$ cat src/rtl/halt_exit_ctl.sv
module halt_exit_ctl #(
  parameter int OPW = 8,
  parameter logic [OPW-1:0] NOP_CODE = '0
) (
  input  logic           clk,
  input  logic           rst_n,
  input  logic           halt_go,
  input  logic           nmi_n,
  input  logic           int_n,
  input  logic           int_en,
  input  logic           t4,
  input  logic [OPW-1:0] fetch_op,
  output logic [OPW-1:0] exec_op,
  output logic           halt_ack,
  output logic           force_nop,
  output logic           nmi_ack,
  output logic           int_ack
);

  logic halted, nmi_q, nmi_pend;
  logic ack_any, sample, nmi_fall;

  assign ack_any  = nmi_ack | int_ack;
  assign sample   = halted & t4 & ~ack_any;
  assign nmi_fall = nmi_q & ~nmi_n;

  always_ff @(posedge clk) begin
    if (!rst_n) begin
      halted   <= 1'b0;
      nmi_q    <= 1'b1;
      nmi_pend <= 1'b0;
      nmi_ack  <= 1'b0;
      int_ack  <= 1'b0;
    end else begin
      nmi_q    <= nmi_n;
      nmi_pend <= nmi_fall | (nmi_pend & ~nmi_ack);
      nmi_ack  <= sample & nmi_pend;
      int_ack  <= sample & ~nmi_pend & ~int_n & int_en;
      if (ack_any)      halted <= 1'b0;
      else if (halt_go) halted <= 1'b1;
    end
  end

  assign halt_ack  = halted;
  assign force_nop = halted;
  assign exec_op   = halted ? NOP_CODE : fetch_op;

  p_one_ack_r8: assert property (@(posedge clk) disable iff (!rst_n)
    !(nmi_ack && int_ack));

  p_ack_pulse_r5: assert property (@(posedge clk) disable iff (!rst_n)
    (nmi_ack || int_ack) |=> (!nmi_ack && !int_ack && !halt_ack));

  p_ack_on_t4_r4: assert property (@(posedge clk) disable iff (!rst_n)
    $rose(nmi_ack || int_ack) |-> ($past(t4) && $past(halt_ack)));

  p_masked_r7: assert property (@(posedge clk) disable iff (!rst_n)
    (!int_en && !nmi_pend) |=> !int_ack);

  p_hold_r2: assert property (@(posedge clk) disable iff (!rst_n)
    (halt_ack && !nmi_ack && !int_ack) |=> halt_ack);

  p_latch_r9: assert property (@(posedge clk) disable iff (!rst_n)
    (nmi_pend && !nmi_ack) |=> nmi_pend);

endmodule

$ cat config.mk
export PLATFORM = sky130hd
export DESIGN_NAME = halt_exit_ctl
export DESIGN_NICKNAME = d
export VERILOG_FILES = /design/src/rtl/halt_exit_ctl.sv
export SDC_FILE = /design/constraint.sdc
export NUM_CORES = 1
export LEC_CHECK = 0
export ABC_CLOCK_PERIOD_IN_PS = 1000
export BUFFER_PORTS_ARGS = -buffer_cell sky130_fd_sc_hd__buf_2
export CORE_AREA = 10 10 47 49
export DETAILED_ROUTE_END_ITERATION = 16
export DIE_AREA = 0 0 57 59
export PLACE_DENSITY = 0.47
export SLEW_MARGIN = 20
export SYNTH_ARGS = -nofsm -noshare
export SYNTH_HDL_FRONTEND = slang
export SYNTH_SLANG_ARGS = --single-unit
$ cat constraint.sdc
create_clock -name clk -period 1 [get_ports clk]
set_input_delay 0.1 -clock clk [delete_from_list [all_inputs] [get_ports clk]]
set_output_delay 0.1 -clock clk [all_outputs]
set_load 0.05 [all_outputs]
==> results.py <==
metrics = {
    "finish": {
        "fin_area_um2": 534,
        "finalNetCount": 69,
        "fillerInstances": 156,
        "antenna_cells": 0,
        "drive_above_1_share_pct": 83.0,
        "syn2layout_area_growth_pct": 121,
    },
    "global_routing": {
        "antenna_found_initial": 0,
        "use_met3_pct": 5.79,
        "grtUsageMet2_pct": 9.30,
        "grt_overflow": 0,
        "grt_pass1_wl_um": 1460,
        "grt_pass1_vias": 311,
        "busiest_layer": "met2",
        "gr-usage-met1_pct": 5.13,
        "grt_max_degree": 11,
        "grt_usage_pct": 5.76,
    },
    "sta": {
        "period_minus_slack_ps": 1110,
        "layout_setup_ws_ps": -112,
        "finClkSkew_ps": 4.76,
        "whs_ps": 46.6,
        "setup_viol": 7,
        "rsz0062_at_grt": "true",
        "tightest_slew_ps": 255,
        "post-route-period-util_pct": 111,
        "drv_slew": 0,
        "hold_violations": 0,
        "fmax_ghz": 0.899,
        "slew_headroom_pct": 83.1,
    },
    "logic_synthesis": {
        "ys_seq_area_share_pct": 41.5,
        "synth_area_per_cell_um2": 10.1,
        "ys_types": 12,
        "syn-num-nets": 39,
        "syn_area_um2": 241,
        "ys_seq_elements": 5,
        "syn_inst": 24,
        "ys_warn_count": 0,
    },
    "power_and_ir_drop": {
        "p_comb_share_pct": 39.2,
        "clockPowerShare_pct": 31.0,
        "p_per_area_nw_per_um2": 1380,
        "p_seq_share_pct": 29.8,
        "switching_share_pct": 34.7,
        "internal_power_mw": 0.483,
        "power_switching_mw": 0.257,
        "p_leak_nw": 0.276,
        "irDropWorstVdd_v": 0.000989,
    },
    "worst_setup_path": {
        "slowest_stage": "dfxtp_2",
        "crit_family": "flip-flops",
        "path_cells": "buf_12 -> nor2b_4 -> buf_6",
        "cp_max_fo": 10,
        "critPathKind": "register to primary output",
        "critPathLaunchType": "register",
        "critical_path_buf_inv_count": 2,
        "crit_required_ps": 900,
        "slowest_delay_ps": 340,
        "arrival_ps": 1010,
        "critPathCaptureType": "primary output",
    },
    "route": {
        "wire_per_inst_um": 13.0,
        "routed_wl_um": 897,
        "viasPerCell": 3.91,
        "drt_first_iter_violations": 2,
        "ant_nets": 0,
        "firstDrtPassIters": 2,
        "num_vias": 270,
        "drc_errors": 0,
    },
    "clock_network": {
        "cts_hold_buf": 0,
        "cts_setup_buffers": 0,
        "clock_path_buffers": 2,
        "cts_inserted_buffers": 3,
        "path_clk_slew_ps": 40,
        "cts_root_buf": "clkbuf_4",
        "clkLatencyLatePin_ps": 240,
        "cts_max_level": 1,
        "cts_tree": "yes",
        "cts.sinks": 5,
    },
    "run": {
        "cap_violations": 0,
    },
    "run_status": {
        "failed_checks": "negative setup slack",
        "status": "finished with violations",
    },
    "floorplan": {
        "start_util_pct": 17.2,
        "coreArea_um2": 1400,
        "ios": 27,
        "die_w_um": 57,
        "die_area_um2": 3360,
        "row_count": 14,
        "die_y_um": 59,
    },
    "placed_design": {
        "io_buffers": 26,
        "dpl.hpwl_um": 727,
        "place.gp.congestion": 0.597,
        "place_area_um2": 458,
    },
    "worst_hold_path": {
        "min_path_type": "input pin to register",
    },
}
-- per-stage QoR --
step / cells / utilization (%) / worst slack (ps) / power (mW) / setup TNS, ps
global placement: 65 / 32.7 / 64.8 / 0.480 / 0
floorplan: 24 / - / 0.247 / 0.413 / 0
detailed placement: 65 / 32.7 / 60.0 / 0.480 / 0
CTS: 69 / 37.9 / -119 / 0.756 / -825
global route: 69 / 38.1 / -155 / 0.788 / -1100
finish: 69 / 38.1 / -112 / 0.739 / -729
-- timing repair --
action	in CTS	in global routing
resized for setup	15	1
setup endpoints to repair	10	10
endpoints found under the hold margin	0	0
-- placed cells by master (no fill, tap or decap) --
cell type	count
nor3b_2	1
and4_1	2
buf_12	1
nor3b_1	1
clkbuf_4	3
nand2b_2	1
o21a_1	1
nand2b_1	1
nor2b_4	7
buf_2	18
or2b_1	1
clkbuf_1	1
buf_6	8
dfxtp_1	2
dfxtp_2	3
nor2b_2	1
a21boi_2	1
-- flip-flops by register name, indices dropped and copies added (netlist names) --
register,count
nmi_pend,1
force_nop,1
int_ack,1
nmi_q,1
nmi_ack,1
-- metal layers --
metal / wire, µm / vias to the layer above
li1: - / 137
met1: 312 / 119
met2: 465 / 14
met3: 119 / 0
met4: 0 / 0
met5: 0 / -
-- logic make-up (layout without fill, tap and decap cells) --
family                 Yosys count  after routing  share of synthesized area [%]
AO/OA/AOI/OAI                    2              2                           7.77
buffers and inverters            2             31                           5.18
flip-flops                       5              5                           41.5
AND/OR/NAND/NOR                 15             15                           45.6
-- power groups by stage --
| stage | Sequential, mW | Combinational [mW] | Clock, mW |
|---|---|---|---|
| floorplan | 0.236 | 0.177 | 0 |
| global placement | 0.223 | 0.257 | 0 |
| detailed placement | 0.224 | 0.256 | 0 |
| CTS | 0.220 | 0.289 | 0.246 |
| global route | 0.221 | 0.306 | 0.261 |
| finish | 0.220 | 0.290 | 0.229 |
-- path summary, 6_finish.rpt --
check | startpoint | end | slack [ps] | cells after the start
min | nmi_n | nmi_q$_SDFF_PN1_ | 50 | 2
max | force_nop$_SDFFE_PP0P_ | exec_op[7] | -110 | 3
min reg2reg | nmi_q$_SDFF_PN1_ | nmi_pend$_SDFF_PN0_ | 470 | 2
max reg2reg | nmi_ack$_SDFF_PN0_ | int_ack$_SDFF_PN0_ | 170 | 2
-- layout make-up --
cell class	instances	area (µm²)	area share, %
clock buffer	4	26.3	4.92
tap	16	20.0	3.75
timing repair buffer	27	200	37.5
sequential	5	104	19.4
multi-input combinational	17	184	34.4
-- synthesized netlist by cell type --
cell      instances  area [µm²]
dfxtp_1           5         100
nor2b_1           8        50.1
or2b_1            1        7.51
buf_4             1        7.51
a21boi_2          1        11.3
and4_1            2        17.5
nor3b_2           1        12.5
nand2b_1          1        6.26
nor3b_1           1        7.51
nand2b_2          1        8.76
buf_2             1        5.00
o21a_1            1        7.51
No activity file was read; power rests on OpenSTA's default activity.
